===== config.mk =====
export PLATFORM = sky130hd
export DESIGN_NAME = xdata_addr_gen
export DESIGN_NICKNAME = d
export VERILOG_FILES = /design/src/rtl/xag_pkg.sv /design/src/rtl/xag_ctrl_regs.sv /design/src/rtl/xag_ptr_bank.sv /design/src/rtl/xag_bus_port.sv /design/src/rtl/xdata_addr_gen.sv
export SDC_FILE = /design/constraint.sdc
export NUM_CORES = 1
export LEC_CHECK = 0
export ABC_AREA = 1
export BUFFER_PORTS_ARGS = -buffer_cell sky130_fd_sc_hd__buf_4
export CORE_UTILIZATION = 45
export CTS_BUF_LIST = sky130_fd_sc_hd__clkbuf_2 sky130_fd_sc_hd__clkbuf_4 sky130_fd_sc_hd__clkbuf_8
export DETAILED_ROUTE_END_ITERATION = 7
export GPL_TIMING_DRIVEN = 0
export PLACE_DENSITY = 0.67
export SLEW_MARGIN = 0
export SYNTH_ARGS = -nofsm -noshare
export SYNTH_HDL_FRONTEND = slang
export SYNTH_HIERARCHICAL = 1
export SYNTH_SLANG_ARGS = --single-unit

===== constraint.sdc =====
create_clock -name clk -period 1.5 [get_ports clk]
set_input_delay 0.225 -clock clk [delete_from_list [all_inputs] [get_ports clk]]
set_output_delay 0.225 -clock clk [all_outputs]
set_load 0.03 [all_outputs]

===== src/rtl/xag_pkg.sv =====
package xag_pkg;
  localparam int DATA_W = 8;
  localparam int ADDR_W = 2 * DATA_W;

  typedef enum logic [2:0] {
    OP_NONE     = 3'd0,
    OP_PAGED_RD = 3'd1,
    OP_PAGED_WR = 3'd2,
    OP_PTR_RD   = 3'd3,
    OP_PTR_WR   = 3'd4,
    OP_PTR_LOAD = 3'd5,
    OP_PTR_INC  = 3'd6
  } xag_op_e;

  typedef enum logic [1:0] {
    SFR_PTR_LO = 2'd0,
    SFR_PTR_HI = 2'd1,
    SFR_SELECT = 2'd2,
    SFR_PAGE   = 2'd3
  } xag_sfr_e;

  // page byte on top, register byte below
  function automatic logic [ADDR_W-1:0] paged_addr(input logic [DATA_W-1:0] page,
                                                   input logic [DATA_W-1:0] low);
    return {page, low};
  endfunction

  // modular step of a pointer
  function automatic logic [ADDR_W-1:0] ptr_step(input logic [ADDR_W-1:0] p);
    return p + ADDR_W'(1);
  endfunction
endpackage


===== src/rtl/xag_ctrl_regs.sv =====
module xag_ctrl_regs
  import xag_pkg::*;
#(
  parameter int SEL_W = 1
) (
  input  logic              clk,
  input  logic              rst_n,
  input  logic              sfr_we,
  input  logic [1:0]        sfr_addr,
  input  logic [DATA_W-1:0] sfr_wdata,
  output logic [SEL_W-1:0]  sel_q,
  output logic [DATA_W-1:0] page_q
);
  logic sel_wr, page_wr;
  assign sel_wr  = sfr_we && (sfr_addr == SFR_SELECT);
  assign page_wr = sfr_we && (sfr_addr == SFR_PAGE);

  always_ff @(posedge clk or negedge rst_n) begin
    if (!rst_n) begin
      sel_q  <= '0;
      page_q <= '0;
    end else begin
      if (sel_wr)  sel_q  <= sfr_wdata[SEL_W-1:0];
      if (page_wr) page_q <= sfr_wdata;
    end
  end
endmodule


===== src/rtl/xag_ptr_bank.sv =====
module xag_ptr_bank
  import xag_pkg::*;
#(
  parameter int NUM_PTR = 2,
  parameter int SEL_W   = (NUM_PTR > 1) ? $clog2(NUM_PTR) : 1
) (
  input  logic                      clk,
  input  logic                      rst_n,
  input  logic [SEL_W-1:0]          sel,
  input  logic                      load_en,
  input  logic [ADDR_W-1:0]         load_val,
  input  logic                      inc_en,
  input  logic                      byte_we,
  input  logic                      byte_hi,
  input  logic [DATA_W-1:0]         byte_val,
  output logic [NUM_PTR*ADDR_W-1:0] ptr_flat,
  output logic [ADDR_W-1:0]         ptr_cur
);
  logic [ADDR_W-1:0] ptr_q [NUM_PTR];

  for (genvar i = 0; i < NUM_PTR; i++) begin : g_ptr
    logic hit;
    assign hit = (sel == SEL_W'(i));

    always_ff @(posedge clk or negedge rst_n) begin
      if (!rst_n) begin
        ptr_q[i] <= '0;
      end else if (hit) begin
        if (load_en)      ptr_q[i] <= load_val;
        else if (inc_en)  ptr_q[i] <= ptr_step(ptr_q[i]);
        else if (byte_we) begin
          if (byte_hi) ptr_q[i][ADDR_W-1:DATA_W] <= byte_val;
          else         ptr_q[i][DATA_W-1:0]      <= byte_val;
        end
      end
    end

    assign ptr_flat[i*ADDR_W +: ADDR_W] = ptr_q[i];
  end

  assign ptr_cur = ptr_q[sel];
endmodule


===== src/rtl/xag_bus_port.sv =====
module xag_bus_port
  import xag_pkg::*;
(
  input  logic              clk,
  input  logic              rst_n,
  input  logic              acc_rd,
  input  logic              acc_wr,
  input  logic [ADDR_W-1:0] addr_next,
  input  logic [DATA_W-1:0] wdata_next,
  input  logic [DATA_W-1:0] mem_rdata,
  output logic [ADDR_W-1:0] mem_addr,
  output logic              mem_rd,
  output logic              mem_wr,
  output logic [DATA_W-1:0] mem_wdata,
  output logic [DATA_W-1:0] rd_data,
  output logic              rd_valid
);
  always_ff @(posedge clk or negedge rst_n) begin
    if (!rst_n) begin
      mem_addr  <= '0;
      mem_rd    <= 1'b0;
      mem_wr    <= 1'b0;
      mem_wdata <= '0;
      rd_data   <= '0;
      rd_valid  <= 1'b0;
    end else begin
      mem_rd   <= acc_rd;
      mem_wr   <= acc_wr;
      rd_valid <= mem_rd;
      if (acc_rd || acc_wr) mem_addr  <= addr_next;
      if (acc_wr)           mem_wdata <= wdata_next;
      if (mem_rd)           rd_data   <= mem_rdata;
    end
  end
endmodule


===== src/rtl/xdata_addr_gen.sv =====
module xdata_addr_gen
  import xag_pkg::*;
#(
  parameter int NUM_PTR = 2
) (
  input  logic        clk,
  input  logic        rst_n,
  input  logic        sfr_we,
  input  logic [1:0]  sfr_addr,
  input  logic [7:0]  sfr_wdata,
  output logic [7:0]  sfr_rdata,
  input  logic [2:0]  op_code,
  input  logic [7:0]  op_reg_lo,
  input  logic [15:0] op_imm,
  input  logic [7:0]  op_wdata,
  output logic [15:0] mem_addr,
  output logic        mem_rd,
  output logic        mem_wr,
  output logic [7:0]  mem_wdata,
  input  logic [7:0]  mem_rdata,
  output logic [7:0]  rd_data,
  output logic        rd_valid
);
  localparam int SEL_W = (NUM_PTR > 1) ? $clog2(NUM_PTR) : 1;

  // named internal events
  logic [SEL_W-1:0]          sel_q;
  logic [DATA_W-1:0]         page_q;
  logic [NUM_PTR*ADDR_W-1:0] ptr_flat;
  logic [ADDR_W-1:0]         ptr_cur;
  logic [ADDR_W-1:0]         addr_next;
  logic acc_paged, acc_rd, acc_wr, load_en, inc_en, byte_we, byte_hi;

  assign acc_paged = (op_code == OP_PAGED_RD) || (op_code == OP_PAGED_WR);
  assign acc_rd    = (op_code == OP_PAGED_RD) || (op_code == OP_PTR_RD);
  assign acc_wr    = (op_code == OP_PAGED_WR) || (op_code == OP_PTR_WR);
  assign load_en   = (op_code == OP_PTR_LOAD);
  assign inc_en    = (op_code == OP_PTR_INC);
  assign byte_we   = sfr_we && ((sfr_addr == SFR_PTR_LO) || (sfr_addr == SFR_PTR_HI));
  assign byte_hi   = (sfr_addr == SFR_PTR_HI);
  assign addr_next = acc_paged ? paged_addr(page_q, op_reg_lo) : ptr_cur;

  xag_ctrl_regs #(.SEL_W(SEL_W)) u_ctrl (
    .clk, .rst_n, .sfr_we, .sfr_addr, .sfr_wdata,
    .sel_q, .page_q
  );

  xag_ptr_bank #(.NUM_PTR(NUM_PTR), .SEL_W(SEL_W)) u_bank (
    .clk, .rst_n, .sel(sel_q), .load_en, .load_val(op_imm), .inc_en,
    .byte_we, .byte_hi, .byte_val(sfr_wdata), .ptr_flat, .ptr_cur
  );

  xag_bus_port u_bus (
    .clk, .rst_n, .acc_rd, .acc_wr, .addr_next, .wdata_next(op_wdata),
    .mem_rdata, .mem_addr, .mem_rd, .mem_wr, .mem_wdata, .rd_data, .rd_valid
  );

  always_comb begin
    unique case (sfr_addr)
      SFR_PTR_LO: sfr_rdata = ptr_cur[DATA_W-1:0];
      SFR_PTR_HI: sfr_rdata = ptr_cur[ADDR_W-1:DATA_W];
      SFR_SELECT: sfr_rdata = DATA_W'(sel_q);
      default:    sfr_rdata = page_q;
    endcase
  end
endmodule


### Yosys cells after proc, flatten, opt, wreduce, memory -nomap -nowiden

Cells that the tools add are included.
W data, S select, Z words.

| cells by class | value |
|---|---|
| $add $sub $neg | 2 |
| magnitude comparators | 1 |
| equal/unequal tests | 10 |
| mux-type cells | 12 |
| bitwise gates (word level) | 2 |
| reduce and logical (&&, ||, !) cells | 15 |

Operators by type and width:

| cell | number |
|---|---|
| $mux W16 | 9 |
| $add A16 B1 Y16 const B | 2 |
| $pmux W8 S3 | 1 |
| $mux W8 | 2 |
| $reduce_and A3 Y1 | 4 |
| $eq A3 B3 Y1 const B | 3 |
| $eq A3 B2 Y1 const B | 2 |
| $reduce_bool A3 Y1 | 2 |
| $logic_or A1 B1 Y1 | 5 |
| $eq A2 B2 Y1 const B | 2 |
| $eq A3 B1 Y1 const B | 1 |
| $logic_and A1 B1 Y1 | 3 |
| $ne A3 B3 Y1 const B | 1 |
| $eq A2 B1 Y1 const B | 1 |
| $ge A2 B2 Y1 const B | 1 |
| $logic_not A2 Y1 | 1 |
| $not A1 Y2 | 1 |
| $not A1 Y1 | 1 |

| word-level totals | value |
|---|---|
| register bits after elaboration | 76 |
| input bits | 56 |
| output and inout bits | 43 |
| word-level logic and storage cells | 54 |

### Logic depth before layout (Yosys ltp)

Gate-level depths: netlist (run 1).

| depth | value |
|---|---|
| depth in word-level cells | 6 |
| mapped depth | 11 |
| depth with buffers taken out | 11 |

### Hierarchy

Netlist (run 1), hierarchy kept.

Modules (own cells, without submodules):

| module | instances | cells an instance | area each (um^2) | sequential area each (um^2) |
|---|---|---|---|---|
| xag_ptr_bank | 1 | 464 | 2787.7 | 800.8 |
| xag_bus_port | 1 | 138 | 1328.8 | 875.8 |
| xdata_addr_gen | 1 | 103 | 476.7 | 0.0 |
| xag_ctrl_regs | 1 | 42 | 410.4 | 225.2 |

### Worst setup path before layout (run 1)

OpenSTA, ideal clock, no wires.

| timing | value |
|---|---|
| path kind | register -> output |
| from | register u_ctrl.sel_q |
| to | output port sfr_rdata[0] |
| data arrival time | 1.302 ns |
| required time | 1.275 ns |
| setup slack | -0.027 ns |
| stages on the path, launching flop included | 6 |
| buffers on the path | 1 |
| cell sequence | dfrtp_1 clkbuf_1 nand2_1 o21ai_0 nand2_1 nand4_1 |

| between the ends | value |
|---|---|
| cells in the longest elaborated chain, start to end | 5 |

RTL lines:

| what | line | text |
|---|---|---|
| start: declaration | xag_ctrl_regs.sv:11 | `output logic [SEL_W-1:0] sel_q,` |
| start signal: assignment | xag_ctrl_regs.sv:23 | `if (sel_wr) sel_q <= sfr_wdata[SEL_W-1:0];` |
| $not A1 Y2 (implied by the code) | xag_ptr_bank.sv:41 | `assign ptr_cur = ptr_q[sel];` |
| $mux W16 (implied by the code) (3 in series) | xag_ptr_bank.sv:41 |  |
| net ptr_cur[0] | xdata_addr_gen.sv:30 | `logic [ADDR_W-1:0] ptr_cur;` |
| $pmux W8 S3 | xdata_addr_gen.sv:59 | `unique case (sfr_addr)` |
| end: declaration | xdata_addr_gen.sv:11 | `output logic [7:0] sfr_rdata,` |

The timed path passes the listed nets, and every way through them passes these cells. The select of a mux whose other input is x is not followed.

### Worst setup path after layout (run 1)

| timing | value |
|---|---|
| from | register u_ctrl.sel_q |
| to | output port sfr_rdata[5] |

The elaborated chain is that of the path after synthesis.

==> results of run 1 <==
-- registers in the layout (all words and copies together) (netlist names) --
register         cells
u_bus/rd_valid       1
u_ctrl/sel_q         1
u_bus/rd_data        8
u_bus/mem_wdata      8
u_bank/ptr_flat     32
u_ctrl/page_q        8
u_bus/mem_wr         1
u_bus/mem_rd         1
u_bus/mem_addr      16
-- synthesized netlist by cell type (4+ instances only) --
library cell,count
a21oi_1,23
a21oi_2,9
a31oi_1,4
buf_2,7
buf_4,8
buf_6,5
clkbuf_1,5
dfrtp_1,76
inv_1,67
inv_2,9
nand2_1,285
nand2_2,9
nand3_1,58
nand4_1,14
nor2_1,62
nor2_2,8
nor2_4,9
o21ai_0,57
o21ai_1,15
-- through the flow --
step	util (%)	std cells	cell area [sq um]	hold WS, ps	TNS, ps
5_1_grt	65.0	1034	7050	69.8	-4520
3_3_place_gp	54.6	985	5920	431	-22630
6_report	65.0	1034	7050	29.7	-2770
3_5_place_dp	54.6	985	5920	438	-22750
2_1_floorplan	-	747	5010	-70.6	0
4_1_cts	61.4	1018	6650	51.9	-2990
-- metal layers --
layer	vias to the layer above	wire, microns	GRT usage, %
li1	2672	-	-
met3	46	1200	4.78
met1	2589	7400	40.2
met5	-	0	0
met2	223	8210	51.5
met4	0	688	11.9
-- worst paths after layout --
kind                                                 start                         endpoint  slack (ps)
max                               u_ctrl/sel_q$_DFFE_PN0P_                     sfr_rdata[5]        -340
min                                                  rst_n     u_bus/rd_data[1]$_DFFE_PN0P_          30
max reg2reg                u_bank/ptr_flat[17]$_DFFE_PN0P_  u_bank/ptr_flat[31]$_DFFE_PN0P_         -80
min reg2reg                  u_bus/mem_addr[1]$_DFFE_PN0P_    u_bus/mem_addr[1]$_DFFE_PN0P_         490
max in group asynchronous                            rst_n   u_bank/ptr_flat[3]$_DFFE_PN0P_         760
min in group clk                              mem_rdata[1]     u_bus/rd_data[1]$_DFFE_PN0P_          70
-- cell type report --
type | count | share of cell area (%)
multi-input cells | 570 | 44.0
flip-flops and latches | 76 | 27.2
repair buffers | 132 | 15.1
inverters | 76 | 4.15
plain buffers | 24 | 3.20
well taps | 140 | 2.49
clock inverters | 6 | 1.95
clock buffers | 10 | 1.86
-- cells by family after synthesis --
| family | after synthesis |
|---|---|
| simple gates | 453 |
| compound gates | 115 |
| buf+inv | 101 |
| flops | 76 |
| fa+ha+maj | 2 |
-- power by group through the flow --
stage	combinational [mW]	sequential, mW	clock, mW
final	4.66	3.29	2.14
after floorplan	1.95	3.50	0
after CTS	4.14	3.21	2.17
after global placement	3.46	3.23	0
after global routing	5.05	3.37	2.25
after detailed placement	3.51	3.25	0
-- what timing repair did --
action                     4_1_cts  5_1_grt
setup buffers                   14       17
setup endpoints to repair       47       59
pin swaps                       25       33
hold buffers                     0        0
gates cloned                     3        0
resized for setup               92       82
==> reports/results.txt, run 1 <==
Status - finished, violations left
Violated checks - setup timing
Nets - 947
First-pass GRT wire length - 26.9 mm
Htree depth - 3
Final setup viols - 14
Max capacitance violation total - 0
Tightest Pin Transition - 1000 ps
P_sw - 4.31 mW
Post-synthesis register bit count - 76
Clk network pwr share - 21.2%
Post-synth ARST share - 100%
Final worst path period need - 1840 ps
Die span in x - 107 microns
CTS Root Cell - clkbuf_8
Vias in the first global route - 5155
Final worst slack - -336 ps
Worst path slowest cell - dfrtp_2
Longest Clk Path Bufs - 2
Total grt overflow - 0
Most used DFF post-synth - dfrtp_1
Crit path cell chain - buf_6, clkbuf_16, o21ai_4, nand2_1, nand3_2, buf_6
Clock sink count - 76
Combinational power share - 46.2%
CP Depth - 6
Lkg Pwr - 3.63 nW
Hold Crit Class - in -> async
Switching share of power - 42.7%
DP HPWL - 12.5 mm
Most frequent CP cell - buf_6
CP max stage delay - 420 ps
Pwr Density - 1430 mW/mm^2
Sequential Power Share - 32.6%
Total Die Area - 0.0115 sq mm
Yosys top cell by area - dfrtp_1
Max Fclk - 545 MHz
Pint - 5.79 mW
Hold Vio Cnt, Final - 0
Total power - 10.1 mW
Worst slew margin - 33.3%
Clk slew on worst S/H paths - 80 ps
Seq. cell area - 0.00192 sq mm
Top cell family by delay on the critical path - buffers and inverters
Post-Syn Area per Cell - 6.70 sq um
Total core area - 0.0108 sq mm
Critical Path Sink Type - output pin
CTS tree - yes
Area of the mapped netlist - 0.00500 sq mm
DRC - 0
Share of cells above drive strength 1 - 35.5%
Largest net degree at the start of global routing - 77
Synth area leaders - dfrtp_1, nand2_1, nand3_1, o21ai_0, inv_1
Syn Inst Count - 747
Critical path data required time - 1270 ps
Place WS - -446 ps
Maximum fanout along the worst path - 5
Height of the die - 107 microns
Area grow syn2layout - 40.8%
DRT iter0 DRCs - 373
Final Max Tran Viols - 0
Cell variety after synth - 28
Clock latency at the later pin of the worst-skew pair - 360 ps
Via-to-Cell Ratio - 5.35
Port Buffers - 98
I/O pins - 99
Post-Synth Adder-Cell Area - 0.500%
CTS Buf Count - 9
Gr usage total - 30.9%
EDFF count, synth - 0
Row Count - 38
Total number of vias - 5530
Initial antenna violation count - 0
Peak supply drop - 0.906 mV
First-pass iteration count of the detailed router - 5
Multi-input combinational cell area - 0.00310 sq mm
Antenna-violating nets left - 0
Compound-Gate Fraction of Synth Area - 12.7%
WP buf/inv - 3
Initial core utilization - 46.2%
CP Launch Type - register
RSZ-0062 raised after global routing - yes
Synthesized Nets - 805
Post-synthesis mux area share - 0%
Routed WL - 17.5 mm
Post-Synth XOR/XNOR Area - 0%
CP Class - reg -> out
Yosys top cell area share - 38.0%
# diodes - 0
Clk_skew - 12.0 ps
Total of warnings raised by yosys - 6
Fillers - 973
R2R depth - 10
Seq/Total Area, Yosys - 38.0%
Simple-Gate Fraction of Synth Area - 39.7%
GPL Wtd Cong - 0.930
Commonest non-fill, non-tap cells in the layout - nand2_1, buf_4, inv_1
Largest family of logic cells by synthesized area - simple AND/OR/NAND/NOR gates
Critical path data arrival time - 1610 ps
Commonest non-fill, non-tap cell in the layout - nand2_1
Avg WL per Cell - 16.9 microns
Tcrit/Tclk final - 122%
(Power assumes the default switching activity.)
==> run 2: changes to the inputs <==
Settings changed: ABC_AREA 1 to not set, PLACE_DENSITY 0.67 to 0.68.
==> reports/results.txt, run 2 <==
Total core area - 0.0102 sq mm (-5.6%)
Pwr Density - 1530 mW/mm^2 (+6.5%)
Largest net degree at the start of global routing - 77 (unchanged)
Hold Vio Cnt, Final - 0 (unchanged)
Cell variety after synth - 65 (+130%)
Post-synth ARST share - 100% (unchanged)
Sequential Power Share - 33.5% (+0.9 points)
Lkg Pwr - 2.94 nW (-19%)
First-pass GRT wire length - 24.0 mm (-11%)
Nets - 646 (-32%)
Initial core utilization - 46.2% (about the same)
Total Die Area - 0.0109 sq mm (-5.5%)
Total number of vias - 4449 (-20%)
Final Max Tran Viols - 0 (unchanged)
R2R Setup Slk - -440 ps (-360 ps)
Clk_skew - 10.9 ps (-1.15 ps)
Height of the die - 104 microns (-2.8%)
P_sw - 4.23 mW (-1.8%)
CTS tree - yes
Tightest Pin Transition - 975 ps (-25.2 ps)
R2r startpoint - u_ctrl/sel_q$_DFFE_PN0P_
CP Launch Type - register
Count leader, synth - dfrtp_1
Port Buffers - 98 (unchanged)
Place WS - -609 ps (-163 ps)
Synth area leaders - dfrtp_1, mux2_2, mux2_4, nand2_1, mux2i_1
Peak supply drop - 0.864 mV (-4.6%)
CP Class - reg -> out
DP HPWL - 10.6 mm (-15%)
Final Instance Count excl. Fillers - 729 (-29%)
# diodes - 0 (unchanged)
Die span in x - 104 microns (-2.8%)
Final worst path period need - 2250 ps (+419 ps)
Switching share of power - 40.8% (-1.8 points)
Yosys top cell area share - 40.3% (+2.2 points)
Max reg flops - 32 (unchanged)
Final setup viols - 43 (+29)
Synth cell count leaders - dfrtp_1, mux2_2, nand2_1, o21ai_0, mux2_4
Total of warnings raised by yosys - 6 (unchanged)
Critical path data arrival time - 2030 ps (+420 ps)
Via-to-Cell Ratio - 6.10 (+14%)
Tcrit/Tclk final - 150% (+28 points)
Seq/Total Area, Yosys - 40.3% (+2.2 points)
CP max stage delay - 480 ps (+60 ps)
Row Count - 37 (-2.6%)
Post-Syn Area per Cell - 10.4 sq um (+56%)
Hold-fix buffers at CTS - 0 (unchanged)
I/O pins - 99 (unchanged)
Commonest non-fill, non-tap cell in the layout - buf_4
Worst path slowest cell - mux4_2
Initial antenna violation count - 0 (unchanged)
Clk slew on worst S/H paths - 90 ps (about the same)
Hold Crit Class - in -> async
Clock sink count - 76 (unchanged)
WP buf/inv - 3 (unchanged)
Critical Path Sink Type - output pin
Syn Inst Count - 453 (-39%)
Clock latency at the later pin of the worst-skew pair - 360 ps (about the same)
DRT iter0 DRCs - 396 (+6.2%)
Total grt overflow - 0 (unchanged)
EDFF count, synth - 0 (unchanged)
R2R depth - 7 (-3)
Crit path cell chain - clkbuf_16, buf_12, mux2_4, mux4_2, buf_6
Placed cell count - 687 (-30%)
CTS Root Cell - clkbuf_8
Status - finished, violations left
Longest Clk Path Bufs - 2 (unchanged)
Cell Area, Placed - 0.00572 sq mm (-3.3%)
Area of the mapped netlist - 0.00472 sq mm (-5.6%)
Gr usage total - 29.0% (-1.9 points)
Yosys top cell by area - dfrtp_1
Antenna-violating nets left - 0 (unchanged)
Htree depth - 3 (unchanged)
Commonest non-fill, non-tap cells in the layout - buf_4, dfrtp_1, nand2_1
Routed WL - 15.7 mm (-10%)
Avg WL per Cell - 21.6 microns (+27%)
Violated checks - setup timing
Post-synthesis register bit count - 76 (unchanged)
Synthesized Nets - 511 (-37%)
Share of cells above drive strength 1 - 55.6% (+20 points)
Critical path data required time - 1270 ps (about the same)
Vias in the first global route - 4353 (-16%)
Clk network pwr share - 17.8% (-3.4 points)
Combinational power share - 48.7% (+2.5 points)
RSZ-0062 raised after global routing - yes
GPL Wtd Cong - 0.936 (+0.72%)
Cell area after layout - 0.00679 sq mm (-3.7%)
First-pass iteration count of the detailed router - 5 (unchanged)
DRC - 0 (unchanged)
Pint - 6.13 mW (+5.9%)
R2r endpoint - u_bus/mem_addr[9]$_DFFE_PN0P_
Worst slew margin - 35.0% (+1.7 points)
Most used DFF post-synth - dfrtp_1
Max capacitance violation total - 0 (unchanged)
CTS Buf Count - 9 (unchanged)
Top cell family by delay on the critical path - multiplexers
Area grow syn2layout - 43.7%
Maximum fanout along the worst path - 4 (-1)
Max Fclk - 444 MHz (-19%)
Final worst slack - -754 ps (-419 ps)
[run 2: cell count changes in the layout (fill, tap and decap cells not counted), moves of 17 or more]
cell / delta
nand2_2: -33
inv_1: -60
nor2_1: -41
nand2_1: -208
a21oi_2: -17
o21ai_0: -26
nand3_1: -40
mux2_4: +29
buf_4: -17
mux2_2: +41
[run 2: per-layer routing]
layer	global-route usage, %	wire length (microns)	up-vias
met5	0	0	-
met4	13.9	646	0
met3	5.58	1240	53
met2	45.0	7350	247
met1	38.9	6480	2175
li1	-	-	1974
[run 2: what timing repair did]
item | 4_1_cts | 5_1_grt
cloned | 1 | 0
endpoints found under the setup margin | 52 | 51
pin swaps | 26 | 18
setup buffers | 23 | 7
gates resized for setup | 94 | 57
[run 2: power by group through the flow]
| stage | logic, mW | registers, mW | clock network, mW |
|---|---|---|---|
| finish | 5.05 | 3.47 | 1.85 |
| global route | 5.32 | 3.56 | 1.96 |
| CTS | 4.70 | 3.40 | 1.88 |
| detailed placement | 4.11 | 3.35 | 0 |
| global placement | 4.04 | 3.32 | 0 |
| floorplan | 2.23 | 3.77 | 0 |
[run 2: area by class of cell]
| type | instances | area (sq um) |
|---|---|---|
| fillers | 812 | 3440 |
| multi-input cells | 341 | 3100 |
| flip-flops and latches | 76 | 1920 |
| repair buffers | 127 | 1050 |
| plain buffers | 26 | 287 |
| well taps | 136 | 170 |
| clock buffers | 9 | 124 |
| clock inverters | 7 | 106 |
| inverters | 7 | 30.0 |
[run 2: logic make-up (layout without fill, tap and decap cells)]
kind of cell | Yosys count | in the layout | share of synthesized area (%)
flip-flops | 76 | 76 | 40.3
buffers and inverters | 36 | 176 | 5.11
adder cells (fa/ha/maj) | 2 | 2 | 0.530
AND/OR/NAND/NOR | 135 | 135 | 15.1
XOR/XNOR | 4 | 4 | 0.741
AO/OA/AOI/OAI | 113 | 113 | 16.1
multiplexers | 87 | 87 | 22.1
[run 2: per-stage QoR]
step,TNS [ps],util (%),power [mW],hold WS [ps]
global placement,-23000,55.9,7.36,389
detailed placement,-23390,55.9,7.46,400
floorplan,-3850,-,6.00,-70.6
finish,-12420,66.3,10.4,12.6
CTS,-10970,63.8,9.98,63.4
global route,-13910,66.3,10.8,66.1
[run 2: how the worst max path moves through the flow]
stage                             startpoint                         endpoint  depth (start not counted)
floorplan           u_ctrl/sel_q$_DFFE_PN0P_                     sfr_rdata[0]                          4
global placement                  op_code[0]   u_bank/ptr_flat[1]$_DFFE_PN0P_                          6
detailed placement                op_code[0]  u_bank/ptr_flat[17]$_DFFE_PN0P_                          6
CTS                 u_ctrl/sel_q$_DFFE_PN0P_                     sfr_rdata[0]                          5
global route        u_ctrl/sel_q$_DFFE_PN0P_                     sfr_rdata[6]                          9
finish              u_ctrl/sel_q$_DFFE_PN0P_                     sfr_rdata[0]                          5
